--- src/rtl/spi_rb_pkg.sv ---
package spi_rb_pkg;
   // Which SCLK edge launches the next serial output bit.
   typedef enum logic {
      LAUNCH_RISE = 1'b0,
      LAUNCH_FALL = 1'b1
   } launch_e;
endpackage

--- src/rtl/spi_rb_sync.sv ---
module spi_rb_sync #(
   parameter int          WIDTH   = 3,
   parameter int          STAGES  = 2,
   parameter logic [WIDTH-1:0] RST_VAL = '0
) (
   input  logic             clk,
   input  logic             rst_n,
   input  logic [WIDTH-1:0] d,
   output logic [WIDTH-1:0] q
);
   logic [WIDTH-1:0] stg [STAGES];

   generate
      for (genvar s = 0; s < STAGES; s++) begin : g_stage
         if (s == 0) begin : g_first
            always_ff @(posedge clk or negedge rst_n) begin
               if (!rst_n) stg[s] <= RST_VAL;
               else        stg[s] <= d;
            end
         end else begin : g_next
            always_ff @(posedge clk or negedge rst_n) begin
               if (!rst_n) stg[s] <= RST_VAL;
               else        stg[s] <= stg[s-1];
            end
         end
      end
   endgenerate

   assign q = stg[STAGES-1];
endmodule

--- src/rtl/spi_rb_rx.sv ---
module spi_rb_rx #(
   parameter int WORD_W = 32,
   parameter int ADDR_W = 3,
   localparam int DATA_W = WORD_W - ADDR_W,
   localparam int CNT_W  = $clog2(WORD_W + 2)
) (
   input  logic              clk,
   input  logic              rst_n,
   input  logic              cs_act,
   input  logic              cs_rise,
   input  logic              sclk_rise,
   input  logic              mosi,
   output logic              wr_en,
   output logic [ADDR_W-1:0] wr_addr,
   output logic [DATA_W-1:0] wr_data
);
   localparam logic [CNT_W-1:0] FULL = CNT_W'(WORD_W);
   localparam logic [CNT_W-1:0] OVER = CNT_W'(WORD_W + 1);

   logic [WORD_W-1:0] shreg;
   logic [CNT_W-1:0]  cnt;

   always_ff @(posedge clk or negedge rst_n) begin
      if (!rst_n) begin
         shreg <= '0;
         cnt   <= '0;
      end else if (cs_rise) begin
         cnt <= '0;
      end else if (cs_act && sclk_rise) begin
         shreg <= {shreg[WORD_W-2:0], mosi};
         if (cnt != OVER) cnt <= cnt + 1'b1;
      end
   end

   // Commit only on a release that follows exactly a full word.
   assign wr_en   = cs_rise && (cnt == FULL);
   assign wr_addr = shreg[ADDR_W-1:0];
   assign wr_data = shreg[WORD_W-1:ADDR_W];

   a_r3_cnt_bounded: assert property (@(posedge clk) disable iff (!rst_n)
      cnt <= OVER);
   a_r2_idle_count_zero: assert property (@(posedge clk) disable iff (!rst_n)
      (!cs_act && !cs_rise) |-> (cnt == '0));
endmodule

--- src/rtl/spi_rb_bank.sv ---
module spi_rb_bank #(
   parameter int          WORD_W       = 32,
   parameter int          ADDR_W       = 3,
   parameter int          INSTR_ROW    = 7,
   parameter int          RD_FLAG_BIT  = 0,
   parameter int          RD_ADDR_LSB  = 1,
   parameter int          EDGE_ROW     = 0,
   parameter int          EDGE_BIT     = 0,
   parameter int          MUX_ROW      = 2,
   parameter int          MUX_LSB      = 23,
   parameter int          MUX_W        = 3,
   parameter logic [MUX_W-1:0] MUX_SDO_CODE = '1,
   localparam int DATA_W = WORD_W - ADDR_W,
   localparam int NROWS  = 1 << ADDR_W
) (
   input  logic                    clk,
   input  logic                    rst_n,
   input  logic                    wr_en,
   input  logic [ADDR_W-1:0]       wr_addr,
   input  logic [DATA_W-1:0]       wr_data,
   input  logic                    frame_end,
   output logic [NROWS*DATA_W-1:0] rows_flat,
   output logic                    rd_pend,
   output logic [WORD_W-1:0]       rd_word,
   output logic                    edge_sel,
   output logic                    sdo_sel
);
   logic [DATA_W-1:0] row_q [NROWS];
   logic [ADDR_W-1:0] rd_addr;
   logic              req_now;

   generate
      for (genvar r = 0; r < NROWS; r++) begin : g_row
         localparam logic [DATA_W-1:0] RST_ROW =
            (r == EDGE_ROW) ? (DATA_W'(1) << EDGE_BIT) : '0;
         always_ff @(posedge clk or negedge rst_n) begin
            if (!rst_n)
               row_q[r] <= RST_ROW;
            else if (wr_en && (wr_addr == ADDR_W'(r)))
               row_q[r] <= wr_data;
         end
         assign rows_flat[r*DATA_W +: DATA_W] = row_q[r];
      end
   endgenerate

   assign req_now = wr_en && (wr_addr == ADDR_W'(INSTR_ROW)) && wr_data[RD_FLAG_BIT];

   // A request lives for exactly one later frame.
   always_ff @(posedge clk or negedge rst_n) begin
      if (!rst_n) begin
         rd_pend <= 1'b0;
         rd_addr <= '0;
      end else if (frame_end) begin
         rd_pend <= req_now;
         if (req_now) rd_addr <= wr_data[RD_ADDR_LSB +: ADDR_W];
      end
   end

   assign rd_word  = {row_q[rd_addr], rd_addr};
   assign edge_sel = row_q[EDGE_ROW][EDGE_BIT];
   assign sdo_sel  = (row_q[MUX_ROW][MUX_LSB +: MUX_W] == MUX_SDO_CODE);

   a_r4_write_lands: assert property (@(posedge clk) disable iff (!rst_n)
      wr_en |=> (row_q[$past(wr_addr)] == $past(wr_data)));
   a_r5_request_latched: assert property (@(posedge clk) disable iff (!rst_n)
      (frame_end && req_now) |=> rd_pend);
   a_r6_request_single_frame: assert property (@(posedge clk) disable iff (!rst_n)
      (frame_end && !req_now) |=> !rd_pend);
endmodule

--- src/rtl/spi_rb_tx.sv ---
module spi_rb_tx
   import spi_rb_pkg::*;
#(
   parameter int WORD_W = 32
) (
   input  logic              clk,
   input  logic              rst_n,
   input  logic              cs_act,
   input  logic              cs_fall,
   input  logic              sclk_rise,
   input  logic              sclk_fall,
   input  logic              rd_pend,
   input  logic [WORD_W-1:0] rd_word,
   input  logic              edge_sel,
   output logic              sdo
);
   logic [WORD_W-1:0] shreg;
   launch_e           mode_q;
   logic              launch;

   assign launch = (mode_q == LAUNCH_FALL) ? sclk_fall : sclk_rise;

   always_ff @(posedge clk or negedge rst_n) begin
      if (!rst_n) begin
         shreg  <= '0;
         sdo    <= 1'b0;
         mode_q <= LAUNCH_FALL;
      end else if (cs_fall) begin
         mode_q <= launch_e'(edge_sel);
         if (!rd_pend) begin
            shreg <= '0;
            sdo   <= 1'b0;
         end else if (edge_sel) begin
            sdo   <= rd_word[WORD_W-1];
            shreg <= {rd_word[WORD_W-2:0], 1'b0};
         end else begin
            sdo   <= 1'b0;
            shreg <= rd_word;
         end
      end else if (!cs_act) begin
         shreg <= '0;
         sdo   <= 1'b0;
      end else if (launch) begin
         sdo   <= shreg[WORD_W-1];
         shreg <= {shreg[WORD_W-2:0], 1'b0};
      end
   end

   a_r6_quiet_outside_frame: assert property (@(posedge clk) disable iff (!rst_n)
      !cs_act |=> !sdo);
   a_r8_rise_mode_starts_low: assert property (@(posedge clk) disable iff (!rst_n)
      (cs_fall && !edge_sel) |=> !sdo);
endmodule

--- src/rtl/spi_regbank_slave.sv ---
module spi_regbank_slave #(
   parameter int WORD_W      = 32,
   parameter int ADDR_W      = 3,
   parameter int SYNC_STAGES = 2,
   parameter int INSTR_ROW   = 7,
   parameter int RD_FLAG_BIT = 0,
   parameter int RD_ADDR_LSB = 1,
   parameter int EDGE_ROW    = 0,
   parameter int EDGE_BIT    = 0,
   parameter int MUX_ROW     = 2,
   parameter int MUX_LSB     = 23,
   parameter int MUX_W       = 3,
   localparam int DATA_W = WORD_W - ADDR_W,
   localparam int NROWS  = 1 << ADDR_W
) (
   input  logic                    clk,
   input  logic                    rst_n,
   input  logic                    spi_sclk,
   input  logic                    spi_cs_n,
   input  logic                    spi_mosi,
   output logic                    mux_pin,
   output logic [NROWS*DATA_W-1:0] rows_o
);
   generate
      if (SYNC_STAGES < 2)
         $error("SYNC_STAGES must be at least 2");
      if (WORD_W < 8 || ADDR_W < 1 || ADDR_W >= WORD_W)
         $error("word and address widths out of range");
      if (RD_ADDR_LSB + ADDR_W > DATA_W || RD_FLAG_BIT >= DATA_W)
         $error("read instruction fields exceed the payload");
      if (MUX_LSB + MUX_W > DATA_W || EDGE_BIT >= DATA_W)
         $error("control fields exceed the payload");
      if (INSTR_ROW >= NROWS || EDGE_ROW >= NROWS || MUX_ROW >= NROWS)
         $error("control rows outside the bank");
   endgenerate

   logic [2:0] s_in;
   logic       s_sclk, s_cs_n, s_mosi;
   logic       sclk_q, cs_q;
   logic       sclk_rise, sclk_fall, cs_rise, cs_fall, cs_act;

   spi_rb_sync #(.WIDTH(3), .STAGES(SYNC_STAGES), .RST_VAL(3'b010)) u_sync (
      .clk(clk), .rst_n(rst_n),
      .d({spi_mosi, spi_cs_n, spi_sclk}), .q(s_in));

   assign {s_mosi, s_cs_n, s_sclk} = s_in;

   always_ff @(posedge clk or negedge rst_n) begin
      if (!rst_n) begin
         sclk_q <= 1'b0;
         cs_q   <= 1'b1;
      end else begin
         sclk_q <= s_sclk;
         cs_q   <= s_cs_n;
      end
   end

   assign sclk_rise = s_sclk & ~sclk_q;
   assign sclk_fall = ~s_sclk & sclk_q;
   assign cs_rise   = s_cs_n & ~cs_q;
   assign cs_fall   = ~s_cs_n & cs_q;
   assign cs_act    = ~s_cs_n;

   logic              wr_en;
   logic [ADDR_W-1:0] wr_addr;
   logic [DATA_W-1:0] wr_data;
   logic              rd_pend, edge_sel, sdo_sel, sdo;
   logic [WORD_W-1:0] rd_word;

   spi_rb_rx #(.WORD_W(WORD_W), .ADDR_W(ADDR_W)) u_rx (
      .clk(clk), .rst_n(rst_n), .cs_act(cs_act), .cs_rise(cs_rise),
      .sclk_rise(sclk_rise), .mosi(s_mosi),
      .wr_en(wr_en), .wr_addr(wr_addr), .wr_data(wr_data));

   spi_rb_bank #(
      .WORD_W(WORD_W), .ADDR_W(ADDR_W), .INSTR_ROW(INSTR_ROW),
      .RD_FLAG_BIT(RD_FLAG_BIT), .RD_ADDR_LSB(RD_ADDR_LSB),
      .EDGE_ROW(EDGE_ROW), .EDGE_BIT(EDGE_BIT),
      .MUX_ROW(MUX_ROW), .MUX_LSB(MUX_LSB), .MUX_W(MUX_W)
   ) u_bank (
      .clk(clk), .rst_n(rst_n), .wr_en(wr_en), .wr_addr(wr_addr),
      .wr_data(wr_data), .frame_end(cs_rise), .rows_flat(rows_o),
      .rd_pend(rd_pend), .rd_word(rd_word), .edge_sel(edge_sel),
      .sdo_sel(sdo_sel));

   spi_rb_tx #(.WORD_W(WORD_W)) u_tx (
      .clk(clk), .rst_n(rst_n), .cs_act(cs_act), .cs_fall(cs_fall),
      .sclk_rise(sclk_rise), .sclk_fall(sclk_fall), .rd_pend(rd_pend),
      .rd_word(rd_word), .edge_sel(edge_sel), .sdo(sdo));

   assign mux_pin = sdo_sel ? sdo : 1'b0;

   a_r7_pin_gated: assert property (@(posedge clk) disable iff (!rst_n)
      !sdo_sel |-> !mux_pin);
endmodule

--- config.mk ---
export PLATFORM = sky130hd
export DESIGN_NAME = spi_regbank_slave
export DESIGN_NICKNAME = d
export VERILOG_FILES = /design/src/rtl/spi_rb_pkg.sv /design/src/rtl/spi_rb_sync.sv /design/src/rtl/spi_rb_rx.sv /design/src/rtl/spi_rb_bank.sv /design/src/rtl/spi_rb_tx.sv /design/src/rtl/spi_regbank_slave.sv
export SDC_FILE = /design/constraint.sdc
export NUM_CORES = 1
export LEC_CHECK = 0
export ABC_AREA = 1
export CORE_ASPECT_RATIO = 1.2
export CORE_MARGIN = 3
export CORE_UTILIZATION = 54
export DETAILED_ROUTE_END_ITERATION = 7
export GPL_TIMING_DRIVEN = 0
export PLACE_DENSITY = 0.9
export SLEW_MARGIN = 20
export SYNTH_ARGS = -nofsm -noshare
export SYNTH_HDL_FRONTEND = slang
export SYNTH_SLANG_ARGS = --single-unit
--- constraint.sdc ---
create_clock -name clk -period 2.1 [get_ports clk]
set_clock_uncertainty 0.2 [all_clocks]
set_input_delay 0.525 -clock clk [delete_from_list [all_inputs] [get_ports clk]]
set_output_delay 0.525 -clock clk [all_outputs]
set_load 0.01 [all_outputs]
==> impl_results.md <==
* Clk buf depth at 3
* Worst relative slew slack at 51.4%
* Placed instance area at 0.0181 mm²
* Fmax achieved at about 460 MHz
* Final hold viol count at 0
* Clock share of power at 47.0%
* CTS root buf: clkbuf_16
* Initial Utilization at ~55%
* # DRC at 0
* CP required at roughly 1.4 ns
* Hold slack final at between 0.1 and 0.15 ns
* Fin crit period at 2.18 ns
* Final worst slack at -0.0753 ns
* Seq/Total Area, Yosys at between 50% and 60%
* GR Util met1 at between 40 and 50%
* Core area at around 0.027 mm²
* Clock Pin Slew Worst Setup and Hold Paths at about 0.060 ns
* R2r endpoint: u_tx.shreg[20]
* Most Crowded Layer GR: met2
* Met2 usage at between 50 and 60%
* H-tree Lvls at 1
* Worst reg2reg setup slack at roughly 0.020 ns
* Max Cap Viol at 0
* Min-Delay Path Class: flop to flop
* Failing checks: negative setup slack
* CP max FO at 3
* Fillers at 2147
* Via count at ~15000
* Register share of total power at approximately half
* # rows at 66
* Peak supply drop at a little over 0.6 mV
* Grt total ovfl at 0
* Initial DRC count at about 1900
* Antenna diode count at 0
* Unique masters post-synth at 34
* Combinational Power Share at under 10%
* Routed wire length at between 50000 and 60000 µm
* Number of buffers created by CTS at 31
* Critical path class: flop to output port
* Vias in the first global route at roughly 15000
* Syn_area_per_cell at roughly 7.8 µm²
* Avg WL per Cell at 20.8 µm
* Tcrit/Tclk final at 104%
* Post-DP HPWL at between 30000 and 40000 µm
* Antenna viol nets, final at 0
* Final setup violation count at 3
* Layout area overhead at 26.5%
* CTS tree: yes
* FF-to-FF Start: u_bank.rd_addr[2]
* Design Area, Final at 0.0192 mm²
* Clock Latency Late Sink at between 0.5 and 0.6 ns
* GR Util met3 at just under 7%
* Largest net degree at the start of global routing at between 100 and 150
* Die width at roughly 160 µm
* Crit path DAT at about 1.5 ns
* Leakage power at 10.0 nW
* Total GRT Usage at a little over a third
* Critical Path Start Type: flop
* Synthesis warning total at 0
* FF+latch count, synth at 316
* Net Sw Frac at 23.1%
* P_int at between 9 and 10 mW
* Total power draw at around 13 mW
* Vias per cell at between 5 and 6
* I/O pin cnt at 238
* DRT Pass-1 Iters at 6
* Routability cong. at between 0.9 and 1
* Cells after Synth at between 1500 and 2000
* Final net count at 2260
* Status: complete, but fails checks
* Worst setup startpoint: u_bank.rows_flat[81]
* Layout cell share with drive strength beyond 1 at 9.49%
* Die ar. at approximately 0.03 mm²
* Mapped Area at 0.0152 mm²
* Worst-Margin Slew at about 0.73 ns
* CP Capture Point: mux_pin
* Sink Count at 316
* Worst R2R Path Depth at 6
* Switching pwr at about 3.0 mW
* RSZ-0062 raised after global routing: yes
* Slew Limit Fails at 0
* PwrDens at 668 mW/mm²
* Net Count, Synth at a little under 2000
* Die Span Y at approximately 190 µm
* Layout Utilization at ~70%
* Critical Path End Type: output port
* Initial antenna violation count at 0
* Port Buf Inserts at around 240
* First-pass GRT wire length at 83700 µm
synth_stat cells:
master / n / area, µm²
nand3_4: 1 / 17.5
inv_1: 285 / 1070
buf_1: 11 / 41.3
o21ai_0: 145 / 726
nor3_4: 1 / 16.3
ha_1: 3 / 37.5
nor2_4: 1 / 11.3
nand3b_1: 1 / 7.51
nand4_1: 1 / 6.26
o21ai_1: 157 / 786
dfrtp_1: 311 / 7780
nand2_1: 650 / 2440
inv_6: 1 / 8.76
inv_4: 1 / 6.26
a31oi_1: 1 / 6.26
dfstp_2: 5 / 131
a21oi_1: 6 / 30.0
o31ai_1: 1 / 7.51
or2_2: 1 / 6.26
clkbuf_2: 9 / 45.0
nor2_1: 24 / 90.1
nand2_2: 1 / 6.26
buf_6: 26 / 293
inv_2: 6 / 22.5
clkbuf_1: 25 / 93.8
nand3_2: 6 / 60.1
nand4_4: 1 / 21.3
buf_2: 34 / 170
buf_4: 10 / 75.1
nor3_1: 3 / 15.0
xor2_1: 2 / 17.5
nand2_4: 1 / 11.3
o22ai_1: 2 / 12.5
nand3_1: 225 / 1130
per-stage QoR:
step | instances | setup WS (ns) | TNS, ns
finish | 2649 | -0.0753 | -0.0996
global route | 2649 | -0.112 | -0.169
CTS | 2647 | -0.181 | -0.181
detailed placement | 2572 | -0.165 | -2.07
global placement | 2569 | -12.78 | -4010.30
floorplan | 1958 | 0.397 | 0
state kept, by name, indices dropped and copies added (netlist names):
signal and cells:
u_bank.rows_flat 231, u_rx.shreg 32, u_tx.shreg 32, u_rx.cnt 6
u_bank.rd_addr 3, u_sync.q 3, u_sync.stg 3, cs_q 1
sclk_q 1, u_bank.edge_sel 1, u_bank.rd_pend 1, u_tx.mode_q 1
u_tx.sdo 1
cell families after synthesis:
| kind of cell | share of synthesized area [%] |
|---|---|
| xor+xnor | 0.115 |
| flops | 52.1 |
| buf+inv | 12.0 |
| compound gates | 10.3 |
| fa+ha+maj | 0.247 |
| simple gates | 25.2 |
layout by cell type, fill, tap and decap left out, types with 2 or more instances in the layout:
cell type / netlist / routed
bufinv_16: 0 / 4
ha_1: 3 / 3
buf_6: 26 / 30
clkbuf_2: 9 / 28
dfrtp_1: 311 / 308
inv_1: 285 / 285
clkbuf_16: 0 / 31
clkbuf_8: 0 / 10
nor3_2: 0 / 2
a21oi_1: 6 / 6
buf_8: 0 / 2
o22ai_1: 2 / 2
buf_1: 11 / 4
clkinv_2: 0 / 3
buf_16: 0 / 3
buf_4: 10 / 32
buf_2: 34 / 28
nor2_1: 24 / 24
nand2_1: 650 / 650
nand3_4: 1 / 3
dfstp_2: 5 / 5
nand3_2: 6 / 9
clkinvlp_4: 0 / 2
nand3_1: 225 / 220
dlygate4sd2_1: 0 / 230
o21ai_1: 157 / 156
xor2_1: 2 / 2
clkbuf_1: 25 / 15
clkbuf_4: 0 / 5
clkdlybuf4s50_1: 0 / 3
inv_2: 6 / 6
o21ai_0: 145 / 145
dfrtp_2: 0 / 3
what timing repair did:
action	CTS	global route
resized for setup	254	51
endpoints found under the setup margin	293	54
hold buffers	1	0
buffers inserted	18	2
pin swaps	0	2
hold endpoints to repair	53	0
power by group through the flow:
| stage | Combinational (mW) | Sequential (mW) | Clock (mW) |
|---|---|---|---|
| floorplan | 0.279 | 6.36 | 0 |
| global placement | 0.490 | 6.38 | 0 |
| detailed placement | 0.523 | 6.38 | 0 |
| CTS | 0.531 | 6.27 | 5.98 |
| global route | 0.608 | 6.28 | 6.24 |
| finish | 0.538 | 6.27 | 6.04 |
how the worst min path moves through the flow:
| stage | depth (start not counted) | startpoint | slack (ns) | end |
|---|---|---|---|---|
| after floorplan | 0 | rst_n | 0.03 | sclk_q |
| after global placement | 0 | u_sync.stg[3] | 0.13 | u_sync.q[0] |
| after detailed placement | 0 | u_sync.stg[3] | 0.13 | u_sync.q[0] |
| after CTS | 1 | spi_cs_n | 0.14 | u_sync.stg[4] |
| after global routing | 1 | spi_cs_n | 0.15 | u_sync.stg[4] |
| final | 0 | u_sync.stg[5] | 0.15 | u_sync.q[2] |
area by class of cell:
type / count / area [µm²] / area share (%)
Buffer: 115 / 790 / 4.11
Clock buffer: 46 / 932 / 4.85
Clock inverter: 10 / 170 / 0.885
Inverter: 293 / 1110 / 5.77
Multi-Input combinational cell: 1234 / 5510 / 28.7
Sequential cell: 316 / 7920 / 41.2
Tap cell: 374 / 468 / 2.43
Timing Repair Buffer: 261 / 2330 / 12.1
per-layer routing:
metal | up-vias | part of all wire, % | wire length [µm]
met5 | - | 0 | 0
met1 | 7082 | 35 | 19200
met3 | 277 | 11 | 6250
met2 | 1163 | 45 | 25100
met4 | 0 | 8.4 | 4660
li1 | 6701 | - | -
worst max-delay path, cell delays in order (launching register included):
cell and delay [ns]:
dfrtp_1 0.39, nand2_1 0.09, nor3_2 0.23, buf_2 0.17
Note: power is estimated with default switching activity, not from simulation.
